`src/rtl/nvcrc_pkg.sv`:
```
package nvcrc_pkg;

  typedef enum logic [3:0] {
    ST_IDLE,
    ST_RDHI,
    ST_RDLO,
    ST_UPD,
    ST_TRD,
    ST_TUPD,
    ST_WHI,
    ST_WLO,
    ST_DONE
  } nvcrc_state_e;

  localparam logic [15:0] CRC_SEED = 16'hFFFF;

  function automatic logic [15:0] nib_fold(input logic [15:0] prev, input logic [15:0] word);
    logic [15:0] mix;
    logic [15:0] lo4;
    logic [15:0] hi4;
    mix = prev ^ word;
    lo4 = {12'h000, mix[3:0]};
    hi4 = {12'h000, mix[7:4] ^ mix[3:0]};
    return (prev >> 8) ^ (lo4 << 3) ^ (lo4 << 8) ^ hi4 ^ (hi4 << 7) ^ (hi4 << 12);
  endfunction

endpackage

```
`src/rtl/nvcrc_step.sv`:
```
module nvcrc_step
  import nvcrc_pkg::*;
(
  input  logic [15:0] prev_i,
  input  logic [15:0] word_i,
  output logic [15:0] next_o
);
  always_comb next_o = nib_fold(prev_i, word_i);
endmodule

```
`src/rtl/nvcrc_seq.sv`:
```
module nvcrc_seq
  import nvcrc_pkg::*;
#(
  parameter int AW = 8,
  parameter int LW = 9,
  parameter logic [AW-1:0] RES_ADDR = 8'hFC
) (
  input  logic          clk,
  input  logic          rst_n,
  input  logic          start_i,
  input  logic [AW-1:0] base_i,
  input  logic [LW-1:0] len_i,
  output logic          accept_o,
  output logic          cap_hi_o,
  output logic          upd_word_o,
  output logic          upd_tail_o,
  output logic          wr_lo_o,
  output logic          busy_o,
  output logic          done_o,
  output logic          rd_en_o,
  output logic          wr_en_o,
  output logic [AW-1:0] addr_o
);
  localparam logic [AW-1:0] RES_LO = RES_ADDR + 1'b1;

  nvcrc_state_e  state_q, state_d;
  logic [AW-1:0] cur_q;
  logic [LW-1:0] left_q;
  logic          odd_q;
  logic [LW-1:0] even_len;

  assign even_len = {len_i[LW-1:1], 1'b0};
  assign accept_o = (state_q == ST_IDLE) && start_i;

  always_comb begin
    state_d = state_q;
    unique case (state_q)
      ST_IDLE: if (start_i) begin
        if (even_len != '0) state_d = ST_RDHI;
        else if (len_i[0])  state_d = ST_TRD;
        else                state_d = ST_WHI;
      end
      ST_RDHI: state_d = ST_RDLO;
      ST_RDLO: state_d = ST_UPD;
      ST_UPD: begin
        if (left_q != LW'(1)) state_d = ST_RDHI;
        else if (odd_q)       state_d = ST_TRD;
        else                  state_d = ST_WHI;
      end
      ST_TRD:  state_d = ST_TUPD;
      ST_TUPD: state_d = ST_WHI;
      ST_WHI:  state_d = ST_WLO;
      ST_WLO:  state_d = ST_DONE;
      ST_DONE: state_d = ST_IDLE;
      default: state_d = ST_IDLE;
    endcase
  end

  always_ff @(posedge clk) begin
    if (!rst_n) begin
      state_q <= ST_IDLE;
      cur_q   <= '0;
      left_q  <= '0;
      odd_q   <= 1'b0;
    end else begin
      state_q <= state_d;
      if (accept_o) begin
        cur_q  <= base_i;
        left_q <= even_len;
        odd_q  <= len_i[0];
      end else if (state_q == ST_UPD) begin
        cur_q  <= cur_q + 1'b1;
        left_q <= left_q - 1'b1;
      end
    end
  end

  always_comb begin
    rd_en_o = 1'b0;
    wr_en_o = 1'b0;
    addr_o  = '0;
    unique case (state_q)
      ST_RDHI, ST_TRD: begin rd_en_o = 1'b1; addr_o = cur_q; end
      ST_RDLO:         begin rd_en_o = 1'b1; addr_o = cur_q + 1'b1; end
      ST_WHI:          begin wr_en_o = 1'b1; addr_o = RES_ADDR; end
      ST_WLO:          begin wr_en_o = 1'b1; addr_o = RES_LO; end
      default: ;
    endcase
  end

  assign cap_hi_o   = (state_q == ST_RDLO);
  assign upd_word_o = (state_q == ST_UPD);
  assign upd_tail_o = (state_q == ST_TUPD);
  assign wr_lo_o    = (state_q == ST_WLO);
  assign done_o     = (state_q == ST_DONE);
  assign busy_o     = (state_q != ST_IDLE);
endmodule

```
`src/rtl/nvcrc_engine.sv`:
```
module nvcrc_engine
  import nvcrc_pkg::*;
#(
  parameter int AW = 8,
  parameter int LW = 9,
  parameter logic [AW-1:0] RES_ADDR = 8'hFC
) (
  input  logic          clk,
  input  logic          rst_n,
  input  logic          start_i,
  input  logic [AW-1:0] base_i,
  input  logic [LW-1:0] len_i,
  output logic          busy_o,
  output logic          done_o,
  output logic [15:0]   crc_o,
  output logic          mem_rd_en_o,
  output logic          mem_wr_en_o,
  output logic [AW-1:0] mem_addr_o,
  output logic [7:0]    mem_wr_data_o,
  input  logic [7:0]    mem_rd_data_i
);
  logic        accept, cap_hi, upd_word, upd_tail, wr_lo;
  logic [7:0]  hi_q;
  logic [15:0] crc_q, fold_word, fold_next;

  nvcrc_seq #(.AW(AW), .LW(LW), .RES_ADDR(RES_ADDR)) u_seq (
    .clk        (clk),
    .rst_n      (rst_n),
    .start_i    (start_i),
    .base_i     (base_i),
    .len_i      (len_i),
    .accept_o   (accept),
    .cap_hi_o   (cap_hi),
    .upd_word_o (upd_word),
    .upd_tail_o (upd_tail),
    .wr_lo_o    (wr_lo),
    .busy_o     (busy_o),
    .done_o     (done_o),
    .rd_en_o    (mem_rd_en_o),
    .wr_en_o    (mem_wr_en_o),
    .addr_o     (mem_addr_o)
  );

  // Word assembly: captured high byte with the fresh low byte, or padded tail.
  assign fold_word = upd_tail ? {mem_rd_data_i, 8'h00} : {hi_q, mem_rd_data_i};

  nvcrc_step u_step (
    .prev_i (crc_q),
    .word_i (fold_word),
    .next_o (fold_next)
  );

  always_ff @(posedge clk) begin
    if (!rst_n) begin
      crc_q <= CRC_SEED;
      hi_q  <= 8'h00;
    end else begin
      if (cap_hi) hi_q <= mem_rd_data_i;
      if (accept)                     crc_q <= CRC_SEED;
      else if (upd_word || upd_tail)  crc_q <= fold_next;
    end
  end

  assign crc_o         = crc_q;
  assign mem_wr_data_o = wr_lo ? crc_q[7:0] : crc_q[15:8];
endmodule

```
`config.mk`:
```
export PLATFORM = sky130hd
export DESIGN_NAME = nvcrc_engine
export DESIGN_NICKNAME = d
export VERILOG_FILES = /design/src/rtl/nvcrc_pkg.sv /design/src/rtl/nvcrc_step.sv /design/src/rtl/nvcrc_seq.sv /design/src/rtl/nvcrc_engine.sv
export SDC_FILE = /design/constraint.sdc
export NUM_CORES = 1
export LEC_CHECK = 0
export BUFFER_PORTS_ARGS = -buffer_cell sky130_fd_sc_hd__buf_4
export CAP_MARGIN = 10
export CORE_ASPECT_RATIO = 0.5
export CORE_MARGIN = 1
export CORE_UTILIZATION = 44
export CTS_CLUSTER_DIAMETER = 50
export DETAILED_ROUTE_END_ITERATION = 6
export PLACE_DENSITY = 0.65
export SLEW_MARGIN = 20
export SYNTH_ARGS = -nofsm -noshare
export SYNTH_HDL_FRONTEND = slang
export SYNTH_SLANG_ARGS = --single-unit
```
`constraint.sdc`:
```
create_clock -name clk -period 2.8 [get_ports clk]
set_input_delay 0.56 -clock clk [delete_from_list [all_inputs] [get_ports clk]]
set_output_delay 0.56 -clock clk [all_outputs]
set_load 0.01 [all_outputs]
```
Word level (Yosys, flattened, before mapping)
Cells that the tools add are included.
{"block": "totals", "regBits": 38, "inputBits": 28, "output_inout_bits": 36, "word_cells": 51}
{"block": "classes", "addsub": 2, "n_eq_ne": 10, "n_mux": 15, "n_bitwise": 8, "reduce_logical": 10}
{"op": "2-to-1 mux 8 bit", "n": 4}
{"op": "case mux 4 bit (8 select lines)", "n": 1}
{"op": "case mux 8 bit (4 select lines)", "n": 1}
{"op": "2-to-1 mux 9 bit", "n": 2}
{"op": "equality test 4 x 3 -> 1 bit (second input constant)", "n": 4}
{"op": "XOR 16 x 11 -> 16 bit", "n": 1}
{"op": "XOR 16 x 12 -> 16 bit", "n": 1}
{"op": "XOR 16 bit", "n": 1}
{"op": "XOR 16 x 4 -> 16 bit", "n": 1}
{"op": "2-to-1 mux 4 bit", "n": 3}
{"op": "!= test 9 x 1 -> 1 bit (second input constant)", "n": 1}
{"op": "nonzero test 9 bit", "n": 1}
{"op": "subtractor 9 x 1 -> 9 bit (second input constant)", "n": 1}
{"op": "adder 8 x 1 -> 8 bit (second input constant)", "n": 1}
{"op": "equality test 4 x 2 -> 1 bit (second input constant)", "n": 2}
{"op": "XOR 8 x 7 -> 8 bit", "n": 1}
{"op": "XOR 8 bit", "n": 1}
{"op": "OR reduction 2 bit", "n": 3}
{"op": "equality test 4 x 1 -> 1 bit (second input constant)", "n": 1}
{"op": "equality test 4 bit (second input constant)", "n": 1}
{"op": "zero test 4 bit", "n": 1}
{"op": "2-to-1 mux 2 bit", "n": 2}
{"op": "nonzero test 4 bit", "n": 1}
{"op": "XOR 4 bit", "n": 1}
{"op": "7 further kinds", "n": 8}

Depth between registers and ports, before layout
Gate-level depths: netlist (run 1).
{"block": "logic_depth", "ltp_word": 8, "mapped_depth": 7, "mapped_depth_nobuf": 6}

Cells and area by module
From an unflattened synthesis (run 1), not the netlist that was laid out.
{"block": "hier_totals", "hier_cells": 360, "hier_area_um2": 3151.8}
{"module": "nvcrc_seq", "n_inst": 1, "cells_each": 203, "area_per_inst_um2": 1507.7, "seq_area_each_um2": 440.4}
{"module": "nvcrc_engine", "n_inst": 1, "cells_each": 132, "area_per_inst_um2": 1275.0, "seq_area_each_um2": 480.5}
{"module": "nvcrc_step", "n_inst": 1, "cells_each": 25, "area_per_inst_um2": 369.1, "seq_area_each_um2": 0.0}

Least setup slack after synthesis (run 1)
No wires, ideal clock.
{"block": "synth_timing", "path_kind": "register -> output", "startpoint": "register u_seq.cur_q[0]", "endpoint": "output port mem_addr_o[6]", "t_arrival_ns": 1.422, "required_ns": 2.240, "slack_ns": 0.818, "path_stages_with_launch": 7, "path_buffers": 0, "path_cell_list": "dfxtp_1 > ha_1 > nand3_1 > nor2_1 > xor2_1 > nand2_1 > a31oi_1"}
{"block": "synth_between", "elab_chain_cells": 2}
{"element": "from (decl)", "line": "nvcrc_seq.sv:27", "rtl": "logic [AW-1:0] cur_q;"}
{"element": "from (signal assigned)", "line": "nvcrc_seq.sv:68", "rtl": "cur_q <= base_i;"}
{"element": "from (signal assigned)", "line": "nvcrc_seq.sv:72", "rtl": "cur_q <= cur_q + 1'b1;"}
{"element": "adder 8 x 1 -> 8 bit", "line": "nvcrc_seq.sv:84", "rtl": "ST_RDLO: begin rd_en_o = 1'b1; addr_o = cur_q + 1'b1; end"}
{"element": "case mux 8 bit (4 select lines)", "line": "nvcrc_seq.sv:82", "rtl": "unique case (state_q)"}
{"element": "to (decl)", "line": "nvcrc_engine.sv:18", "rtl": "output logic [AW-1:0] mem_addr_o,"}
Every way passes these cells.

Final worst setup path (run 1)
{"block": "layout_timing", "startpoint": "register u_seq.state_q[1]", "endpoint": "output port mem_wr_data_o[5]"}
{"block": "layout_between", "elab_chain_cells": 2}
{"element": "from (decl)", "line": "nvcrc_seq.sv:26", "rtl": "nvcrc_state_e state_q, state_d;"}
{"element": "from (signal assigned)", "line": "nvcrc_seq.sv:66", "rtl": "state_q <= state_d;"}
{"element": "equality test 4 x 3 -> 1 bit", "line": "nvcrc_seq.sv:94", "rtl": "assign wr_lo_o = (state_q == ST_WLO);"}
{"element": "2-to-1 mux 8 bit", "line": "nvcrc_engine.sv:65", "rtl": "assign mem_wr_data_o = wr_lo ? crc_q[7:0] : crc_q[15:8];"}
{"element": "to (decl)", "line": "nvcrc_engine.sv:19", "rtl": "output logic [7:0] mem_wr_data_o,"}
Every way passes these cells.

==> results.ini, run 1 <==
[worst_setup_path]
ff2ff_path_depth=4
path_class=flop to primary output
endpoint_kind=primary output
required_ns=2.24
r2r-start=u_seq.state_q[1]
critPathMaxFanout=18
start_kind=flop
r2r_slack_ns=0.58
r2r_end=u_seq.left_q[8]
arrival_ns=2.00

[route]
drtIter0Drc=159
via_per_inst=5.53
routed_wl_um=6370
ant_nets=0
route.vias.total=2433
firstDrtPassIters=6
post_drt_wl_per_cell_um=14.5
drc=0

[timing]
hold_viol=0
max_clock_freq_mhz=390
maxSlewHeadroom=0.495
holdWs_ns=0.461
tightest_slew_ns=0.757
setup_tns_ns=0
finalSetupViolations=0
finalMaxSlewViolations=0
clock-skew-final_ns=0.00969
rsz0062_at_grt=no
fin_crit_sh=0.915
period_minus_slack_ns=2.56

[placed_design]
gp_congestion=0.864
io_buffer_count=63
place_area_um2=2980
dp_hpwl_um=4680

[synth]
synth_cell_types=45
syn_area_per_cell_um2=7.89
yosysWarnings=0
synth-seq-cells=38
async_reset_ff_frac=0
netlist_area_um2=2430
synth_ff_type=dfxtp_1
synth.net_count=339
synth_edf_count=0
syn_inst=308
ys_seq_area_frac=0.313

[final_layout]
fin_util=0.606
diodes=0
num-nets-final=401
drive_above_1_share=0.257
areaGrowthSynthToFinish_pct=27.4
fin_area_um2=3100

[die]
io_pins=64
chipHeight_um=54.6
num_rows=18
dieArea_um2=5840
start_util=0.476
fp.coreArea_um2=5110
die_x_um=107

[grt]
grt_remaining_overflow=0
grt_pass1_wl_um=10300
grt.total_usage=0.230
grt_pass1_vias=2223
grt_antenna_before_repair=0
grt_max_degree=27

[clock_tree]
ctsResizeCount=0
clk_pin_slew_worst_paths_ns=0.08
h-tree-depth=2
cts_setup_buffers=0
clock_latency_ns=0.29
clock-sinks=38
cts_root_buf=clkbuf_8
holdBufCountCts=0
cts_tree=yes
cts_buffers=5
clockBufferDepth=2

[run]
max_cap_viol_count=0

[run_status]
status=completed

[worst_hold_path]
whs_path_depth=2
hold_path.class=flop to flop
holdPathEnd=u_seq.odd_q
holdCritStartpoint=u_seq.odd_q

[pwr]
total_power_uw=1510
power_leakage_uw=0.00123
power_density_nw_per_um2=488
peakVddDrop_mv=0.292

final cells by class:
cell class / count / area (um^2)
flip-flops and latches: 38 / 761
multi-input cells: 248 / 1580
fillers: 479 / 2020
repair buffers: 72 / 541
well taps: 70 / 87.6
clock buffers: 6 / 82.6
inverters: 5 / 18.8
clock inverters: 1 / 30.0
cell families (layout without fill, tap and decap cells):
logic type | Yosys count | in the layout | share of synthesized area
mux | 8 | 8 | 0.0371
xor+xnor | 38 | 38 | 0.137
compound gates | 87 | 87 | 0.223
buf+inv | 22 | 84 | 0.0386
flops | 38 | 38 | 0.313
fa+ha+maj | 3 | 3 | 0.0154
simple gates | 112 | 112 | 0.236
worst max path at each step:
stage	start	end	slack [ns]	depth (start not counted)
CTS	u_seq.state_q[1]	mem_wr_data_o[1]	0.20	4
detailed placement	u_seq.state_q[1]	mem_wr_data_o[1]	0.53	4
global placement	u_seq.state_q[1]	mem_wr_data_o[3]	0.58	4
floorplan	u_seq.cur_q[0]	mem_addr_o[6]	0.82	6
global route	u_seq.state_q[1]	mem_wr_data_o[4]	0.05	4
finish	u_seq.state_q[1]	mem_wr_data_o[5]	0.24	4
power by group:
group          internal (uW)  leakage (uW)  total [uW]  switching (uW)
combinational            184      0.000867         394             210
clock                    285     0.0000573         483             198
sequential               577      0.000310         633            56.2
total                   1050       0.00123        1510             464
registers in the layout (all words and copies together), names as in the netlist:
signal         flops
u_seq.odd_q        1
u_seq.cur_q        8
crc_o             16
u_seq.state_q      4
u_seq.left_q       9
worst max-delay path: stages, from the launching register on:
cell	delay, ns
dfxtp_1	0.70
and2_1	0.23
nand2_1	0.27
mux2_2	0.37
buf_4	0.14
through the flow:
stage / cells / worst slack [ns]
after floorplan: 308 / 0.818
after global placement: 433 / 0.584
after detailed placement: 433 / 0.533
after CTS: 440 / 0.202
after global routing: 440 / 0.0471
final: 440 / 0.238
Yosys cell counts (2+ instances only):
library cell  number  area [um^2]
a21boi_0           4         30.0
a21o_1             4         30.0
a21oi_1           36          180
a221oi_1           3         26.3
a222oi_1           3         30.0
a22oi_1            6         45.0
a31oi_1            4         25.0
and2_1             4         25.0
buf_2              6         30.0
clkbuf_1          10         37.5
dfxtp_1           38          761
ha_1               3         37.5
inv_1              4         15.0
mux2_2             8         90.1
nand2_1           37          139
nand3_1            8         40.0
nand3b_1           4         30.0
nand4bb_1          2         22.5
nor2_1            28          105
nor2b_1            3         18.8
nor3_1             8         40.0
nor3b_1            2         15.0
nor4_1             3         18.8
o211ai_1           7         52.6
o21ai_0           13         65.1
o311ai_0           2         17.5
or2_2              3         18.8
or3_1              2         12.5
xnor2_1           20          175
xor2_1            18          158
cells in the final DEF (no fill, tap or decap), types with 8 or more instances in the layout:
| master | synthesis | routed |
|---|---|---|
| buf_4 | 1 | 72 |
| nor3_1 | 8 | 8 |
| nor2_1 | 28 | 28 |
| xor2_1 | 18 | 18 |
| nand2_1 | 37 | 37 |
| a21oi_1 | 36 | 36 |
| nand3_1 | 8 | 8 |
| mux2_2 | 8 | 8 |
| xnor2_1 | 20 | 20 |
| o21ai_0 | 13 | 13 |
| dfxtp_1 | 38 | 38 |
layer usage:
layer	track usage	vias to the layer above	part of all wire
met4	0.0228	0	0.0016
met2	0.411	98	0.44
li1	-	1221	-
met5	0	-	0
met3	0.0452	2	0.078
met1	0.305	1112	0.48
Power figures use the tool's default switching activity.
==> run 2, diff against run 1 <==
- clock period: 2.8 -> 2.55 ns (I/O delays scaled with it)
==> run 2 against run 1 <==
Net effect:
- critical endpoint is now mem_addr_o[6]
- combinational power rose by 11%
- final cell count rose by 0.45%
- utilization fell by 0.17 points
- routed wire length rose by 2.9%
- critical path type unchanged
- worst hold slack improved by 0.0025 ns
- cell area fell by 0.28%
- clock-buffer cell count did not move
- via count rose by 0.16%
==> results.ini, run 2 (same netlist as run 1, synthesis figures left out) <==
[final_layout]
fin_util=0.604  ; -0.00171
diodes=0  ; unchanged
areaGrowthSynthToFinish_pct=27.0
layout_common_cells=buf_4 (73), nand2_1 (37), a21oi_1 (36), dfxtp_1 (36), nor2_1 (28)
num-nets-final=402  ; +0.25%
fill_cells=487  ; +1.7%
largest_register_ffs=16  ; unchanged
fin_area_um2=3090  ; -0.28%
fin_cells=442  ; +0.45%
seqCellArea_um2=763  ; +0.33%
multi_input_area_um2=1580  ; +0.48%
drive_above_1_share=0.269  ; +0.0121
final_common_cell=buf_4

[timing]
holdWs_ns=0.463  ; +0.00250 ns
finalMaxSlewViolations=0  ; unchanged
rsz0062_at_grt=no
max_clock_freq_mhz=413
maxSlewHeadroom=0.598  ; +0.103
setup_tns_ns=0  ; unchanged
clock-skew-final_ns=0.00791  ; -0.00178 ns
finalSetupViolations=0  ; unchanged
fin_crit_sh=0.950
period_minus_slack_ns=2.42
hold_viol=0  ; unchanged
tightest_slew_ns=0.597  ; -0.160 ns

[route]
drtIter0Drc=150  ; -5.7%
post_drt_wl_per_cell_um=14.8  ; +2.5%
drc=0  ; unchanged
route.vias.total=2437  ; +0.16%
firstDrtPassIters=4  ; -2
via_per_inst=5.51  ; -0.29%
ant_nets=0  ; unchanged
routed_wl_um=6560  ; +2.9%

[worst_setup_path]
r2r_slack_ns=0.43  ; -0.15 ns
crit_family=flip-flops
required_ns=2.04  ; -0.20 ns
path_class=flop to primary output
startpoint=u_seq.cur_q[1]
ff2ff_path_depth=5  ; +1
arrival_ns=1.91  ; -0.09 ns
start_kind=flop
crit_buf_inv=1  ; unchanged
cp_cell_sequence=ha_2, nand3_1, nor2_1, xor2_1, nand2_1, a31oi_1, buf_4
endpoint_kind=primary output
critPathMaxFanout=5  ; -13
endpoint=mem_addr_o[6]
slowest_stage=dfxtp_1
r2r-start=u_seq.state_q[0]
critPathMaxStageDelay_ns=0.41  ; -0.29 ns
critical_path_depth=7  ; +3
r2r_end=u_seq.left_q[8]

[grt]
grt_pass1_vias=2303  ; +3.6%
grt_remaining_overflow=0  ; unchanged
grt.total_usage=0.238  ; +0.00749
grt_pass1_wl_um=10800  ; +4.1%
grt_max_degree=20  ; -26%
grt_antenna_before_repair=0  ; unchanged

[die]
chipHeight_um=54.6  ; unchanged
die_x_um=107  ; unchanged
io_pins=64  ; unchanged
fp.coreArea_um2=5110  ; unchanged
start_util=0.476  ; unchanged
dieArea_um2=5840  ; unchanged
num_rows=18  ; unchanged

[placed_design]
dp.cells=434  ; +0.23%
dp_hpwl_um=4780  ; +2.0%
gp_congestion=0.827  ; -4.3%
io_buffer_count=63  ; unchanged
place_area_um2=2990  ; +0.25%

[clock_tree]
cts_root_buf=clkbuf_8
cts_buffers=5  ; unchanged
clockBufferDepth=2  ; unchanged
holdBufCountCts=0  ; unchanged
clock_latency_ns=0.29  ; about the same
clock-sinks=38  ; unchanged
h-tree-depth=2  ; unchanged
cts_tree=yes
clk_pin_slew_worst_paths_ns=0.08  ; about the same

[pwr]
power_leakage_uw=0.00123  ; -0.47%
peakVddDrop_mv=0.270  ; -7.5%
power_density_nw_per_um2=503  ; +3.2%

[run]
max_cap_viol_count=0  ; unchanged

[run_status]
status=completed

[worst_hold_path]
hold_path.class=primary input to flop

-- run 2: cell count changes in the layout (fill, tap and decap cells not counted), sizes merged --
cell    before  now
bufinv       1    0
clkinv       1    3
buf         72   73
-- run 2: how the worst min path moves through the flow --
stage	startpoint	endpoint	cells past startpoint
floorplan	u_seq.odd_q	u_seq.odd_q	2
global placement	u_seq.odd_q	u_seq.odd_q	2
detailed placement	u_seq.odd_q	u_seq.odd_q	2
CTS	base_i[0]	u_seq.cur_q[0]	3
global route	base_i[0]	u_seq.cur_q[0]	3
finish	base_i[0]	u_seq.cur_q[0]	3
-- run 2: final cells by class --
| type | instances | area share |
|---|---|---|
| Inverter | 5 | 0.00608 |
| Clock inverter | 2 | 0.00446 |
| Timing Repair Buffer | 73 | 0.177 |
| Sequential cell | 38 | 0.247 |
| Clock buffer | 6 | 0.0235 |
| Multi-Input combinational cell | 248 | 0.513 |
| Tap cell | 70 | 0.0284 |
-- run 2: metal layers --
| metal | up-vias | routed length, um | track usage |
|---|---|---|---|
| li1 | 1229 | - | - |
| met1 | 1136 | 3200 | 0.293 |
| met2 | 68 | 2980 | 0.443 |
| met3 | 4 | 341 | 0.0429 |
| met5 | - | 0 | 0 |
| met4 | 0 | 41 | 0.0616 |
-- run 2: tightest hold or removal path, delay by kind of cell --
family,cells,cell delay [ns]
simple gates,1,0.07
buf+inv,1,0.08
compound gates,1,0.06
-- run 2: per-stage QoR --
stage / power (uW) / setup WS [ns]
floorplan: 985 / 0.618
global placement: 1130 / 0.426
detailed placement: 1140 / 0.386
CTS: 1560 / 0.0344
global route: 1650 / 0.0103
finish: 1550 / 0.129
-- run 2: report_power, final --
group          switching (uW)  total (uW)  leakage, uW  internal (uW)
Sequential               62.6         697     0.000311            634
Combinational             234         439     0.000872            205
Clock                     226         419    0.0000452            193
-- run 2: what timing repair did --
item,4_1_cts,5_1_grt
endpoints found under the setup margin,0,6
gates resized for setup,0,4
buffers inserted,0,0
